==> src/rtl/lfr_pkg.sv <==
// Shared codes and types for the link frame receiver.
// Assumes primitive codes arrive in bits [7:0] of a dword flagged as primitive.
package lfr_pkg;

    localparam logic [7:0] PRIM_SYNC  = 8'h01;
    localparam logic [7:0] PRIM_XRDY  = 8'h02;
    localparam logic [7:0] PRIM_SOF   = 8'h03;
    localparam logic [7:0] PRIM_EOF   = 8'h04;
    localparam logic [7:0] PRIM_HOLD  = 8'h05;
    localparam logic [7:0] PRIM_HOLDA = 8'h06;
    localparam logic [7:0] PRIM_WTRM  = 8'h07;

    typedef enum logic [2:0] {
        BC_SYNC  = 3'd0,
        BC_RRDY  = 3'd1,
        BC_RIP   = 3'd2,
        BC_ROK   = 3'd3,
        BC_RERR  = 3'd4,
        BC_HOLD  = 3'd5,
        BC_HOLDA = 3'd6
    } bc_code_e;

    typedef enum logic [1:0] {
        ST_IDLE,
        ST_READY,
        ST_RECV,
        ST_STATUS
    } rx_state_e;

    typedef struct packed {
        logic [31:0] data;
        logic        last;
        logic        err;
    } out_entry_t;

    // Tells whether a frame type byte is one of the known types.
    function automatic logic frame_type_known(input logic [7:0] t);
        case (t)
            8'h27, 8'h34, 8'h39, 8'h41, 8'h46, 8'h58, 8'h5F, 8'hA1: return 1'b1;
            default: return 1'b0;
        endcase
    endfunction

endpackage

==> src/rtl/link_rx_crc.sv <==
// Running CRC-32 register, MSB first, no reflection, no output inversion.
// Assumes clear and enable are never both high; clear wins if they are.
module link_rx_crc #(
    parameter int          WIDTH = 32,
    parameter logic [31:0] POLY  = 32'h04C11DB7,
    parameter logic [31:0] SEED  = 32'h52325032
) (
    input  logic             clk,
    input  logic             rst_n,
    input  logic             clear,
    input  logic             enable,
    input  logic [WIDTH-1:0] din,
    output logic [31:0]      crc
);

    logic [31:0] crc_next;

    // Folds one input word into the current remainder, one bit at a time.
    always_comb begin
        logic fb;
        crc_next = crc;
        for (int i = WIDTH - 1; i >= 0; i--) begin
            fb       = crc_next[31] ^ din[i];
            crc_next = {crc_next[30:0], 1'b0};
            if (fb) crc_next = crc_next ^ POLY;
        end
    end

    // Holds the remainder; reloads the seed at reset or on clear.
    always_ff @(posedge clk) begin
        if (!rst_n)      crc <= SEED;
        else if (clear)  crc <= SEED;
        else if (enable) crc <= crc_next;
    end

    // a clear always leaves the seed in place for the next frame
    p_clear_seed_r4: assert property (@(posedge clk) disable iff (!rst_n)
        clear |=> (crc == SEED));

endmodule

==> src/rtl/link_rx_fifo.sv <==
// Synchronous FIFO for output entries with a level count.
// Assumes DEPTH is a power of two and the writer respects the level.
module link_rx_fifo
    import lfr_pkg::*;
#(
    parameter int DEPTH   = 32,
    parameter int LEVEL_W = $clog2(DEPTH + 1)
) (
    input  logic               clk,
    input  logic               rst_n,
    input  logic               push,
    input  out_entry_t         push_entry,
    input  logic               pop_ready,
    output logic               pop_valid,
    output out_entry_t         pop_entry,
    output logic [LEVEL_W-1:0] level
);

    localparam int AW = $clog2(DEPTH);

    out_entry_t    mem [DEPTH];
    logic [AW-1:0] wr_ptr;
    logic [AW-1:0] rd_ptr;
    logic          pop;

    assign pop_valid = (level != '0);
    assign pop_entry = mem[rd_ptr];
    assign pop       = pop_valid && pop_ready;

    // Writes the storage array on a push.
    always_ff @(posedge clk) begin
        if (push) mem[wr_ptr] <= push_entry;
    end

    // Advances the pointers and tracks the number of stored entries.
    always_ff @(posedge clk) begin
        if (!rst_n) begin
            wr_ptr <= '0;
            rd_ptr <= '0;
            level  <= '0;
        end else begin
            if (push) wr_ptr <= wr_ptr + 1'b1;
            if (pop)  rd_ptr <= rd_ptr + 1'b1;
            case ({push, pop})
                2'b10:   level <= level + 1'b1;
                2'b01:   level <= level - 1'b1;
                default: level <= level;
            endcase
        end
    end

    // the pause mark leaves room, so a push never meets a full FIFO
    p_no_overflow_r8: assert property (@(posedge clk) disable iff (!rst_n)
        push |-> (level < LEVEL_W'(DEPTH)));

endmodule

==> src/rtl/link_rx_frame.sv <==
// Frame tracker: handshake state, two-dword holdback, length and type checks,
// FIFO push generation and back-channel code selection.
// Assumes the CRC unit reflects crc_en one cycle later and the FIFO level is current.
module link_rx_frame
    import lfr_pkg::*;
#(
    parameter int MAX_DW  = 2064,
    parameter int DEPTH   = 32,
    parameter int SKID    = 20,
    parameter int LEVEL_W = $clog2(DEPTH + 1)
) (
    input  logic               clk,
    input  logic               rst_n,
    input  logic [31:0]        rx_dword,
    input  logic               rx_is_prim,
    input  logic [LEVEL_W-1:0] fifo_level,
    input  logic [31:0]        crc_val,
    output logic               crc_clear,
    output logic               crc_en,
    output logic [31:0]        crc_din,
    output logic               push,
    output out_entry_t         push_entry,
    output bc_code_e           bc_code
);

    localparam int CNT_W     = $clog2(MAX_DW + 2);
    localparam int HIGH_MARK = DEPTH - SKID - 2;

    rx_state_e        state_q, state_d;
    logic [31:0]      h0_q, h1_q;
    logic             h0_v, h1_v;
    logic [CNT_W-1:0] cnt_q;
    logic             err_q;
    logic             stat_err_q;
    logic             stat_err_d;
    bc_code_e         bc_d;

    logic is_data, prim_xrdy, prim_sof, prim_eof, prim_hold, prim_sync;
    logic level_hi, eof_bad, in_recv;

    assign is_data   = !rx_is_prim;
    assign prim_xrdy = rx_is_prim && (rx_dword[7:0] == PRIM_XRDY);
    assign prim_sof  = rx_is_prim && (rx_dword[7:0] == PRIM_SOF);
    assign prim_eof  = rx_is_prim && (rx_dword[7:0] == PRIM_EOF);
    assign prim_hold = rx_is_prim && (rx_dword[7:0] == PRIM_HOLD);
    assign prim_sync = rx_is_prim && (rx_dword[7:0] == PRIM_SYNC);
    assign in_recv   = (state_q == ST_RECV);
    assign level_hi  = (fifo_level >= LEVEL_W'(HIGH_MARK));
    assign eof_bad   = err_q || !h0_v || !h1_v || (crc_val != h0_q);

    // Selects the next handshake state from the received primitive.
    always_comb begin
        state_d = state_q;
        case (state_q)
            ST_IDLE:   if (prim_xrdy) state_d = ST_READY;
            ST_READY:  if (prim_sof) state_d = ST_RECV;
                       else if (prim_sync) state_d = ST_IDLE;
            ST_RECV:   if (prim_eof) state_d = ST_STATUS;
            ST_STATUS: if (prim_sync) state_d = ST_IDLE;
            default:   state_d = ST_IDLE;
        endcase
    end

    // Drives the CRC unit and the FIFO push from the holdback registers.
    always_comb begin
        crc_clear  = (state_q == ST_READY) && prim_sof;
        crc_en     = in_recv && is_data && h0_v;
        crc_din    = h0_q;
        push       = 1'b0;
        push_entry = '{data: h1_q, last: 1'b0, err: 1'b0};
        if (in_recv && is_data && h1_v) begin
            push = 1'b1;
        end else if (in_recv && prim_eof) begin
            push       = 1'b1;
            push_entry = '{data: (h1_v ? h1_q : 32'h0), last: 1'b1, err: eof_bad};
        end
    end

    // Picks the back-channel code for the state entered at this edge.
    always_comb begin
        stat_err_d = in_recv ? eof_bad : stat_err_q;
        case (state_d)
            ST_IDLE:   bc_d = BC_SYNC;
            ST_READY:  bc_d = BC_RRDY;
            ST_RECV:   bc_d = level_hi ? BC_HOLD : (prim_hold ? BC_HOLDA : BC_RIP);
            ST_STATUS: bc_d = stat_err_d ? BC_RERR : BC_ROK;
            default:   bc_d = BC_SYNC;
        endcase
    end

    // Registers the state and the back-channel code.
    always_ff @(posedge clk) begin
        if (!rst_n) begin
            state_q <= ST_IDLE;
            bc_code <= BC_SYNC;
        end else begin
            state_q <= state_d;
            bc_code <= bc_d;
        end
    end

    // Shifts data through the holdback pair and accumulates frame errors.
    always_ff @(posedge clk) begin
        if (!rst_n) begin
            h0_q       <= '0;
            h1_q       <= '0;
            h0_v       <= 1'b0;
            h1_v       <= 1'b0;
            cnt_q      <= '0;
            err_q      <= 1'b0;
            stat_err_q <= 1'b0;
        end else if (crc_clear) begin
            h0_v  <= 1'b0;
            h1_v  <= 1'b0;
            cnt_q <= '0;
            err_q <= 1'b0;
        end else if (in_recv && is_data) begin
            h0_q <= rx_dword;
            h0_v <= 1'b1;
            if (h0_v) begin
                h1_q <= h0_q;
                h1_v <= 1'b1;
            end
            if (cnt_q <= CNT_W'(MAX_DW)) cnt_q <= cnt_q + 1'b1;
            err_q <= err_q
                   || ((cnt_q == '0) && !frame_type_known(rx_dword[7:0]))
                   || (cnt_q >= CNT_W'(MAX_DW));
        end else if (in_recv && prim_eof) begin
            stat_err_q <= eof_bad;
        end
    end

    // an announced frame is answered with receiver-ready
    p_answer_xrdy_r2: assert property (@(posedge clk) disable iff (!rst_n)
        (state_q == ST_IDLE && prim_xrdy) |=> (bc_code == BC_RRDY));

    // a sender pause with room in the FIFO is acknowledged
    p_holda_r7: assert property (@(posedge clk) disable iff (!rst_n)
        (in_recv && prim_hold && !level_hi) |=> (bc_code == BC_HOLDA));

    // the own pause takes priority over the acknowledge
    p_hold_wins_r9: assert property (@(posedge clk) disable iff (!rst_n)
        (in_recv && !prim_eof && level_hi) |=> (bc_code == BC_HOLD));

    // the status code stays put until the sender returns to SYNC
    p_status_held_r10: assert property (@(posedge clk) disable iff (!rst_n)
        (state_q == ST_STATUS && !prim_sync) |=> $stable(bc_code));

    // only the last entry of a frame may carry the error flag
    p_err_only_last_r3: assert property (@(posedge clk) disable iff (!rst_n)
        (push && !push_entry.last) |-> !push_entry.err);

    // a data dword past the length limit leaves the frame in error
    p_len_limit_r6: assert property (@(posedge clk) disable iff (!rst_n)
        (in_recv && is_data && cnt_q >= CNT_W'(MAX_DW)) |=> err_q);

endmodule

==> src/rtl/link_frame_rx.sv <==
// Top of the link frame receiver: ties the frame tracker, CRC unit and output FIFO.
// Assumes the sender stops data within SKID dwords of seeing HOLD.
module link_frame_rx
    import lfr_pkg::*;
#(
    parameter int MAX_DW = 2064,
    parameter int DEPTH  = 32,
    parameter int SKID   = 20
) (
    input  logic        clk,
    input  logic        rst_n,
    input  logic [31:0] rx_dword,
    input  logic        rx_is_prim,
    output logic [2:0]  bc_code,
    output logic [31:0] out_data,
    output logic        out_last,
    output logic        out_err,
    output logic        out_valid,
    input  logic        out_ready
);

    localparam int LEVEL_W = $clog2(DEPTH + 1);

    logic [LEVEL_W-1:0] fifo_level;
    logic [31:0]        crc_val, crc_din;
    logic               crc_clear, crc_en, push;
    out_entry_t         push_entry, pop_entry;
    bc_code_e           bc_int;

    link_rx_frame #(
        .MAX_DW (MAX_DW),
        .DEPTH  (DEPTH),
        .SKID   (SKID),
        .LEVEL_W(LEVEL_W)
    ) u_frame (
        .clk       (clk),
        .rst_n     (rst_n),
        .rx_dword  (rx_dword),
        .rx_is_prim(rx_is_prim),
        .fifo_level(fifo_level),
        .crc_val   (crc_val),
        .crc_clear (crc_clear),
        .crc_en    (crc_en),
        .crc_din   (crc_din),
        .push      (push),
        .push_entry(push_entry),
        .bc_code   (bc_int)
    );

    link_rx_crc #(
        .WIDTH(32)
    ) u_crc (
        .clk   (clk),
        .rst_n (rst_n),
        .clear (crc_clear),
        .enable(crc_en),
        .din   (crc_din),
        .crc   (crc_val)
    );

    link_rx_fifo #(
        .DEPTH  (DEPTH),
        .LEVEL_W(LEVEL_W)
    ) u_fifo (
        .clk       (clk),
        .rst_n     (rst_n),
        .push      (push),
        .push_entry(push_entry),
        .pop_ready (out_ready),
        .pop_valid (out_valid),
        .pop_entry (pop_entry),
        .level     (fifo_level)
    );

    assign bc_code  = bc_int;
    assign out_data = pop_entry.data;
    assign out_last = pop_entry.last;
    assign out_err  = pop_entry.err;

    // the back channel sits at SYNC while nothing is announced
    p_reset_sync_r1: assert property (@(posedge clk)
        !rst_n |=> (bc_code == 3'd0 && !out_valid));

endmodule

==> config.mk <==
export PLATFORM = sky130hd
export DESIGN_NAME = link_frame_rx
export DESIGN_NICKNAME = d
export VERILOG_FILES = /design/src/rtl/lfr_pkg.sv /design/src/rtl/link_rx_crc.sv /design/src/rtl/link_rx_fifo.sv /design/src/rtl/link_rx_frame.sv /design/src/rtl/link_frame_rx.sv
export SDC_FILE = /design/constraint.sdc
export NUM_CORES = 1
export LEC_CHECK = 0
export BUFFER_PORTS_ARGS = -buffer_cell sky130_fd_sc_hd__buf_2
export CORE_MARGIN = 10
export CORE_UTILIZATION = 60
export DETAILED_ROUTE_END_ITERATION = 16
export PLACE_DENSITY = 0.76
export SLEW_MARGIN = 25
export SYNTH_ARGS = -nofsm -noshare
export SYNTH_HDL_FRONTEND = slang
export SYNTH_SLANG_ARGS = --single-unit
==> constraint.sdc <==
create_clock -name clk -period 4.1 [get_ports clk]
set_input_delay 0.41 -clock clk [delete_from_list [all_inputs] [get_ports clk]]
set_output_delay 0.41 -clock clk [all_outputs]
set_load 0.03 [all_outputs]
==> results of run 1 <==
-- cells in the final DEF, fill, tap and decap left out, types with 34 or more instances in the layout --
| cell | instances |
|---|---|
| mux2_2 | 34 |
| buf_2 | 73 |
| xor2_1 | 39 |
| mux4_2 | 340 |
| xnor2_1 | 176 |
| dfxtp_1 | 133 |
| clkbuf_16 | 117 |
| buf_4 | 111 |
| nand2_1 | 171 |
| nor2_1 | 52 |
| edfxtp_1 | 1088 |
| a21boi_0 | 66 |
-- layout make-up --
| class | instances | area [um2] |
|---|---|---|
| clock inverters | 79 | 728 |
| fillers | 4951 | 25400 |
| clock buffers | 141 | 3020 |
| repair buffers | 223 | 1860 |
| flip-flops and latches | 1226 | 35500 |
| well taps | 1070 | 1340 |
| multi-input cells | 1189 | 14500 |
| inverters | 16 | 60.1 |
-- state kept, by name, indices dropped and copies added, names as in the netlist, named ones only --
| register | cells |
|---|---|
| u_frame.err_q | 1 |
| u_frame.stat_err_q | 1 |
| u_fifo.rd_ptr | 5 |
| u_frame.h1_v | 1 |
| u_crc.crc | 32 |
| u_frame.crc_din | 32 |
| u_frame.h1_q | 32 |
| u_frame.cnt_q | 12 |
| u_fifo.wr_ptr | 5 |
| u_frame.bc_code | 3 |
| u_fifo.level | 6 |
| u_fifo.mem | 1088 |
| u_frame.h0_v | 1 |
| u_frame.state_q | 2 |
-- timing repair --
item | in CTS | in global routing
setup endpoints to repair | 0 | 1
hold buffers | 12 | 0
endpoints found under the hold margin | 12 | 0
gates resized for setup | 0 | 3
-- routing by layer --
| metal | up-vias | global-route usage |
|---|---|---|
| met5 | - | 0 |
| met4 | 0 | 0.0796 |
| met2 | 1619 | 0.449 |
| li1 | 10600 | - |
| met1 | 13600 | 0.376 |
| met3 | 250 | 0.0497 |
-- worst paths after layout --
path                       start                  to  depth (start not counted)
max          u_frame.crc_din[28]       u_crc.crc[26]                         11
max reg2reg  u_frame.crc_din[28]       u_crc.crc[26]                         11
min                  rx_dword[6]  u_frame.crc_din[6]                          3
min reg2reg        u_crc.crc[27]       u_crc.crc[27]                          2
-- power by group through the flow --
stage / Sequential (W) / Combinational [W] / Clock, W
2_1_floorplan: 0.0137 / 0.0000325 / 0
3_3_place_gp: 0.0136 / 0.0000633 / 0
3_5_place_dp: 0.0136 / 0.0000660 / 0
4_1_cts: 0.0134 / 0.0000750 / 0.0107
5_1_grt: 0.0134 / 0.0000812 / 0.0111
6_report: 0.0134 / 0.0000756 / 0.0106
-- per-stage QoR --
stage / util / worst slack [ns] / total power (W) / cell area, um2 / std cells
after floorplan: - / 0.286 / 0.0137 / 50100 / 2560
after global placement: 0.644 / 0.259 / 0.0137 / 53000 / 3712
after detailed placement: 0.644 / 0.217 / 0.0137 / 53000 / 3712
after CTS: 0.691 / 0.149 / 0.0241 / 56900 / 3944
after global routing: 0.692 / 0.00213 / 0.0246 / 57000 / 3944
final: 0.692 / 0.177 / 0.0240 / 57000 / 3944
-- kinds of logic after synthesis --
logic type                 after synthesis
and+or+nand+nor                        365
xor gates and xnor gates               279
buffers and inverters                  145
DFF                                   1226
muxes                                  375
AOI/OAI and AO/OA                      155
adders and majority gates               15
-- critical path: stages (launching register included) --
cell and delay [ns]:
dfxtp_1 0.42, xor2_2 0.25, inv_2 0.14, xnor3_2 0.60, xnor3_1 0.47, xor3_1 0.47, xnor2_2 0.19, xnor2_1 0.34
xnor2_1 0.17, xor3_1 0.25, or3_1 0.31, a21oi_1 0.17
==> reports/summary.txt, run 1 <==
# rows -> 105
largest net degree at the start of global routing -> 54
Post-Synthesis Net Count -> 2611
register area share after synthesis -> 0.707
Area contributors post-synth -> edfxtp_1 65%, mux4_2 15%, dfxtp_1 5.5%
total number of vias -> 26000
P_sw -> 0.00475 W
Sw Share -> 0.198
Max IR drop VDD -> 404 uV
cts bufs inserted -> 117
power share of the clock group -> 0.440
share of post-route cells with drive strength above 1 -> 0.299
Period minus WS final -> 3.92 ns
Startpoint Class -> flop
worst clock skew -> 0.0490 ns
Primary FF master, synth -> edfxtp_1
gr ovfl total -> 0
area grow syn2layout -> 13.8%
Synth Area in Adders -> 0.00390
met2 wire len -> 64300 um
Die Height -> 309 um
largest area contributor in the netlist -> edfxtp_1
Hold Path Class -> in2reg
die area -> 0.0955 mm2
worst-path fanout max -> 8
combinational power share -> 0.003
crit path kind -> reg2reg
Mapped Area -> 0.0501 mm2
mux contribution to synthesized area -> 0.161
internal power component -> 0.0193 W
final setup fails -> 0
Initial Utilization -> 0.608
Tightest Pin Transition -> 1.02 ns
post-CTS setup buffer count -> 0
DR pass1 iterations -> 6
first-pass GRT wire length -> 188000 um
Syn Area/Cell -> 19.6 um2
DPL Wire Length -> 72500 um
Clk pin slew, worst setup/hold paths -> 0.06 ns
max_cap viols -> 0
vias in the first global route -> 26800
die span in x -> 309 um
worst skew pair latency -> 0.70 ns
final hold vios -> 0
top cells by count, synth -> 1088 x edfxtp_1, 340 x mux4_2, 177 x xnor2_1
LEAKAGE -> 15.5 nW
core area -> 0.0824 mm2
Netlist cell types -> 52
Final #Nets -> 2824
XOR/XNOR Fraction of Synth Area -> 0.0640
Max transition margin -> 0.319
synthesized netlist cell count -> 2560
largest family of logic cells by synthesized area -> multiplexers
met1 WL -> 49000 um
CP arrival -> 4.50 ns
clock sink count -> 1226
Sequential Power Share -> 0.557
antenna violations before repair -> 1
ANT cells -> 0
maximum clock rate -> 255 MHz
RSZ-0062 raised after global routing -> false
TNS Setup -> 0 ns
status -> finished, final reports clean
Synth Area in Simple Gates -> 0.0327
cell with the most instances after synthesis -> edfxtp_1
DR iter-0 viols -> 3005
register bit total from synthesis -> 1226
drt wl/cell -> 32.6 um
WHS -> 0.0369 ns
Root Buffer -> clkbuf_16
Synth Area in Compound Gates -> 0.0206
top-level I/O count -> 74
top layer in use -> met4
Routed WL -> 129000 um
CTS max path bufs -> 3
H-tree depth -> 3
Final Wtd Congestion -> 0.935
PwrDens -> 421 mW/mm2
R2R Setup Slk -> 0.18 ns
GRT Overall Usage -> 0.273
Ys Warns -> 0
Final Slew Violations -> 0
worst path required time -> 4.68 ns
number of port buffers -> 73
CTS tree -> built
Tcrit/Tclk final -> 0.957
Antenna Violating Nets Remaining -> 0
fraction of registers with async set/reset -> 0
Vias/cell -> 6.60
met3 wire len -> 11600 um
post-synth top area share -> 0.652
drc violations -> 0
Post-synth EDFFs -> 1088
Worst Setup End Kind -> flop
Note: power is estimated with default switching activity, not from simulation.
==> run 2: changes to the inputs <==
--- a/config.mk
+++ b/config.mk
@@ -5,11 +5,14 @@
 export SDC_FILE = /design/constraint.sdc
 export NUM_CORES = 1
 export LEC_CHECK = 0
+export ABC_AREA = 0
 export BUFFER_PORTS_ARGS = -buffer_cell sky130_fd_sc_hd__buf_2
+export CELL_PAD_IN_SITES_DETAIL_PLACEMENT = 0
+export CELL_PAD_IN_SITES_GLOBAL_PLACEMENT = 1
 export CORE_MARGIN = 10
-export CORE_UTILIZATION = 60
+export CORE_UTILIZATION = 55
 export DETAILED_ROUTE_END_ITERATION = 16
-export PLACE_DENSITY = 0.76
+export PLACE_DENSITY_LB_ADDON = 0.1
 export SLEW_MARGIN = 25
 export SYNTH_ARGS = -nofsm -noshare
 export SYNTH_HDL_FRONTEND = slang
==> run 2 against run 1 <==
First-iteration DRC count decreased by 6.9%. Critical path depth fell by 6. Utilization fell by 5.3 points. Clock skew shrank 0.0083 ns. Cell count is 3.3% higher. Die area up 8.5%. Clock power rose by 6%. Register-to-register slack is essentially flat. Count of clock-buffer cells in the layout is 11 higher. Via count shrank 3.5%. Cell area increased by 1.1%. Highest routed layer unchanged.
==> reports/summary.txt, run 2 (synthesis results as in run 1) <==
status -> finished, final reports clean
Tightest Pin Transition -> 0.925 ns
Sw Share -> 0.187
crit-path leading delay family -> multiplexers
CTS max path bufs -> 3
CP arrival -> 3.53 ns
Final Wtd Congestion -> 0.862
TNS Setup -> 0 ns
Final Slew Violations -> 0
Hold Path Class -> in2reg
final hold vios -> 0
RSZ-0062 raised after global routing -> false
RR Endpoint -> u_crc.crc[26]
cts bufs inserted -> 121
maximum clock rate -> 254 MHz
number of port buffers -> 73
Hold EP -> u_frame.crc_din[16]
Critical R2R Launch -> u_frame.crc_din[27]
PwrDens -> 429 mW/mm2
top-level I/O count -> 74
max_cap viols -> 0
Max transition margin -> 0.379
Sequential Power Share -> 0.542
GRT Overall Usage -> 0.243
area grow syn2layout -> 15.0%
DR pass1 iterations -> 7
final worst slack -> 0.161 ns
Die Height -> 322 um
most frequent cells in the layout -> 1088 x edfxtp_1, 340 x mux4_2, 177 x xnor2_1
Final #Nets -> 2849
Period minus WS final -> 3.94 ns
DPL Wire Length -> 75300 um
Max IR drop VDD -> 305 uV
core area -> 0.0901 mm2
LEAKAGE -> 15.8 nW
CP peak stage delay -> 0.68 ns
Worst Setup End Kind -> output port
final setup fails -> 0
P_sw -> 0.00461 W
clock sink count -> 1226
fin util -> 0.639
combinational power share -> 0.003
HP Start -> rx_dword[16]
Antenna Violating Nets Remaining -> 0
worst-path fanout max -> 21
commonest non-fill, non-tap cell in the layout -> edfxtp_1
total number of vias -> 25100
R2R Setup Slk -> 0.17 ns
pre-CTS setup slack -> 0.205 ns
DR iter-0 viols -> 2797
max FFs per register -> 1088
largest net degree at the start of global routing -> 64
Startpoint Class -> flop
antenna violations before repair -> 1
power share of the clock group -> 0.455
share of post-route cells with drive strength above 1 -> 0.302
crit path kind -> reg2out
internal power component -> 0.0201 W
WHS Path Cells -> 3
Max stage delay cell, worst path -> dfxtp_4
Root Buffer -> clkbuf_16
Routed WL -> 124000 um
Top reg by flops -> u_fifo.mem
worst path required time -> 3.69 ns
Initial Utilization -> 0.556
post-CTS setup buffer count -> 0
first-pass GRT wire length -> 180000 um
Tcrit/Tclk final -> 0.961
drc violations -> 0
worst skew pair latency -> 0.71 ns
Critical Path, Cell by Cell -> buf_4 > mux4_2 > mux4_2 > mux2_2 > buf_2
drt wl/cell -> 30.5 um
worst r2r path cells -> 11
H-tree depth -> 3
die span in x -> 322 um
die area -> 0.104 mm2
Clk pin slew, worst setup/hold paths -> 0.06 ns
gr ovfl total -> 0
CTS tree -> built
CP dominant cell by count -> mux4_2
filler instances -> 6134
worst clock skew -> 0.0408 ns
Vias/cell -> 6.16
vias in the first global route -> 25500
ANT cells -> 0
Worst Path Buf+Inv -> 2
# rows -> 110
[run 2: cell count changes in the layout (fill, tap and decap cells not counted), moves of 2 or more]
cell / delta
buf_4: +14
clkinvlp_4: +2
inv_16: -2
inv_6: -2
clkinv_16: -2
bufinv_16: +9
xor2_2: -2
dlygate4sd3_1: +7
clkinv_1: -2
nor2b_1: -3
clkbuf_1: +3
nor2b_2: +3
clkbuf_16: +7
clkinv_2: -11
[run 2: final cells by class]
class | instances | area, um2 | share of cell area
Sequential cell | 1226 | 35500 | 0.615
Multi-Input combinational cell | 1189 | 14500 | 0.252
Clock buffer | 152 | 3220 | 0.0559
Timing Repair Buffer | 244 | 2040 | 0.0354
Tap cell | 1176 | 1470 | 0.0255
Clock inverter | 71 | 828 | 0.0144
Inverter | 16 | 60.1 | 0.00104
[run 2: worst max-delay path by stage]
stage	from	endpoint	slack (ns)	depth (start not counted)
detailed placement	u_frame.crc_din[27]	u_crc.crc[13]	0.21	11
global placement	u_frame.crc_din[27]	u_crc.crc[13]	0.25	11
finish	flop	out_data[6]	0.16	5
CTS	flop	out_data[6]	0.11	5
floorplan	rx_dword[3]	u_fifo.mem[15][0]	0.29	8
global route	u_frame.crc_din[20]	u_crc.crc[17]	0.02	9
[run 2: worst min-delay path, delay by kind of cell]
kind | cells | cell delay (ns)
AOI/OAI and AO/OA | 1 | 0.09
and+or+nand+nor | 1 | 0.10
buffers and inverters | 1 | 0.10
[run 2: through the flow]
step / hold slack [ns] / total power (W) / cell area [um2] / std cells
floorplan: 0.437 / 0.0137 / 50100 / 2560
global placement: 0.452 / 0.0137 / 53200 / 3831
detailed placement: 0.456 / 0.0137 / 53300 / 3832
CTS: 0.0000309 / 0.0249 / 57500 / 4074
global route: 0.0209 / 0.0254 / 57600 / 4074
finish: 0.0418 / 0.0247 / 57600 / 4074
[run 2: power by group through the flow]
stage	sequential [W]	combinational, W	clock, W
after floorplan	0.0137	0.0000325	0
after global placement	0.0136	0.0000662	0
after detailed placement	0.0136	0.0000713	0
after CTS	0.0134	0.0000852	0.0114
after global routing	0.0134	0.0000917	0.0119
final	0.0134	0.0000847	0.0112
[run 2: repair_timing]
action,4_1_cts,5_1_grt
endpoints found under the setup margin,0,1
gates resized for setup,0,2
hold buffers,19,0
hold endpoints to repair,19,0
[run 2: layer usage]
| layer | track usage | vias up | part of all wire |
|---|---|---|---|
| met5 | 0 | - | 0 |
| met4 | 0.0731 | 0 | 0.027 |
| met3 | 0.0453 | 199 | 0.079 |
| met2 | 0.396 | 1034 | 0.50 |
| met1 | 0.333 | 13200 | 0.40 |
| li1 | - | 10600 | - |
==> run 3: changes to the inputs <==
--- a/config.mk
+++ b/config.mk
@@ -6,12 +6,12 @@
 export NUM_CORES = 1
 export LEC_CHECK = 0
 export ABC_AREA = 0
-export BUFFER_PORTS_ARGS = -buffer_cell sky130_fd_sc_hd__buf_2
 export CELL_PAD_IN_SITES_DETAIL_PLACEMENT = 0
 export CELL_PAD_IN_SITES_GLOBAL_PLACEMENT = 1
 export CORE_MARGIN = 10
-export CORE_UTILIZATION = 55
+export CORE_UTILIZATION = 56
 export DETAILED_ROUTE_END_ITERATION = 16
+export DONT_BUFFER_PORTS = 1
 export PLACE_DENSITY_LB_ADDON = 0.1
 export SLEW_MARGIN = 25
 export SYNTH_ARGS = -nofsm -noshare
==> run 3 against run 2 <==
Clock power is 4% lower. Cell count is 2.3% lower. Sequential power hardly changed. Sequential share of layout area is 0.48 points higher. Critical path depth stayed put. Via count is 1.8% lower. Sequential cell count stayed put. Utilization is 0.68 points higher. Non-clock buffer count is 79 lower. Register-to-register slack better by 0.15 ns. Worst setup slack better by 0.15 ns. Largest power group unchanged. Highest routed layer unchanged.
==> reports/summary.txt, run 3 (synthesis results as in run 1) <==
status -> finished, final reports clean
Post-DP Area -> 0.0529 mm2
P_sw -> 0.00459 W
DR pass1 iterations -> 5
drt wl/cell -> 30.6 um
Final #Nets -> 2767
final hold vios -> 0
worst skew pair latency -> 0.70 ns
LEAKAGE -> 15.3 nW
area grow syn2layout -> 14.1%
Inst Count DP -> 3726
Hold Buf Count CTS -> 35
most frequent cells in the layout -> 1088 x edfxtp_1, 340 x mux4_2, 177 x xnor2_1
Die Height -> 319 um
fin cells -> 3982
Hold Path Class -> in2reg
crit path kind -> reg2out
largest net degree at the start of global routing -> 86
Startpoint Class -> flop
maximum clock rate -> 264 MHz
Clk pin slew, worst setup/hold paths -> 0.06 ns
clock sink count -> 1226
design area -> 0.0572 mm2
CTS max path bufs -> 3
GRT Overall Usage -> 0.240
Max stage delay cell, worst path -> mux4_2
Final Slew Violations -> 0
Worst Setup End Kind -> output port
TNS Setup -> 0 ns
Critical Path, Cell by Cell -> buf_12 > buf_4 > mux4_2 > mux4_2 > mux2_2
area occupied by multi-input gates -> 0.0145 mm2
total number of vias -> 24600
vias in the first global route -> 25900
# rows -> 109
die span in x -> 319 um
combinational power share -> 0.003
Max IR drop VDD -> 316 uV
worst-path fanout max -> 29
first-pass GRT wire length -> 179000 um
number of port buffers -> 0
Antenna Violating Nets Remaining -> 0
WHS -> 0.0506 ns
Top reg by flops -> u_fifo.mem
cts bufs inserted -> 118
Vias/cell -> 6.19
Final Wtd Congestion -> 0.898
Initial Utilization -> 0.566
drc violations -> 0
worst clock skew -> 0.0243 ns
Sequential Power Share -> 0.552
H-tree depth -> 3
final worst slack -> 0.316 ns
die area -> 0.102 mm2
internal power component -> 0.0197 W
commonest non-fill, non-tap cell in the layout -> edfxtp_1
final setup fails -> 0
pre-CTS setup slack -> 0.282 ns
Period minus WS final -> 3.78 ns
RSZ-0062 raised after global routing -> false
DPL Wire Length -> 69600 um
filler instances -> 5979
post-CTS sizing -> 0
DR iter-0 viols -> 2755
Tcrit/Tclk final -> 0.923
CP arrival -> 3.37 ns
max FFs per register -> 1088
RR Endpoint -> u_crc.crc[26]
PwrDens -> 424 mW/mm2
CP endpoint -> out_data[23]
power share of the clock group -> 0.445
share of post-route cells with drive strength above 1 -> 0.274
R2R Setup Slk -> 0.32 ns
Routed WL -> 122000 um
antenna violations before repair -> 1
Tightest Pin Transition -> 0.927 ns
gr ovfl total -> 0
area taken by flip-flops and latches -> 0.0355 mm2
core area -> 0.0885 mm2
max_cap viols -> 0
post-CTS setup buffer count -> 0
worst r2r path cells -> 11
worst path required time -> 3.69 ns
CP dominant cell by count -> mux4_2
Sw Share -> 0.189
top-level I/O count -> 74
CP peak stage delay -> 0.55 ns
Max transition margin -> 0.381
Critical R2R Launch -> u_frame.crc_din[27]
ANT cells -> 0
CTS tree -> built
Root Buffer -> clkbuf_16
==> run 3: changes by cell type in the layout (fill, tap and decap cells not counted), sizes merged <==
cell	change
dlygate4sd3	+15
clkbuf	+1
inv	+5
clkinvlp	-2
bufinv	-6
buf	-94
==> run 3: critical path: cells and delay by family, from the launching register on <==
| family | cells | cell delay, ns |
|---|---|---|
| buffers and inverters | 2 | 0.60 |
| multiplexers | 3 | 1.47 |
| flip-flops | 1 | 0.52 |
==> run 3: cell type report <==
class / instances / area share
clock inverters: 68 / 0.0116
flip-flops and latches: 1226 / 0.620
clock buffers: 153 / 0.0559
inverters: 16 / 0.00105
well taps: 1165 / 0.0255
multi-input cells: 1189 / 0.254
repair buffers: 165 / 0.0317
==> run 3: metal layers <==
metal | up-vias | GRT usage | wire (um)
met5 | - | 0 | 0
met4 | 0 | 0.0600 | 2490
met3 | 149 | 0.0384 | 8410
met2 | 899 | 0.401 | 61600
met1 | 13100 | 0.330 | 49200
li1 | 10500 | - | -
==> run 3: per-stage QoR <==
stage	utilization	total power, W
2_1_floorplan	-	0.0137
3_3_place_gp	0.597	0.0137
3_5_place_dp	0.597	0.0137
4_1_cts	0.645	0.0244
5_1_grt	0.646	0.0249
6_report	0.646	0.0243
==> run 3: worst min-delay path by stage <==
stage,start,end,depth (start not counted)
2_1_floorplan,u_frame.err_q,u_frame.err_q,2
3_3_place_gp,u_frame.h1_q[16],u_frame.h1_q[16],2
3_5_place_dp,u_frame.h1_q[12],u_frame.h1_q[12],2
4_1_cts,rx_dword[0],u_frame.bc_code[2],3
5_1_grt,rx_dword[2],u_frame.state_q[0],3
6_report,rx_dword[0],u_frame.bc_code[2],3
==> run 3: power groups by stage <==
| stage | Sequential (W) | Combinational [W] | Clock (W) |
|---|---|---|---|
| floorplan | 0.0137 | 0.0000325 | 0 |
| global placement | 0.0136 | 0.0000280 | 0 |
| detailed placement | 0.0136 | 0.0000317 | 0 |
| CTS | 0.0134 | 0.0000751 | 0.0110 |
| global route | 0.0134 | 0.0000789 | 0.0115 |
| finish | 0.0134 | 0.0000731 | 0.0108 |
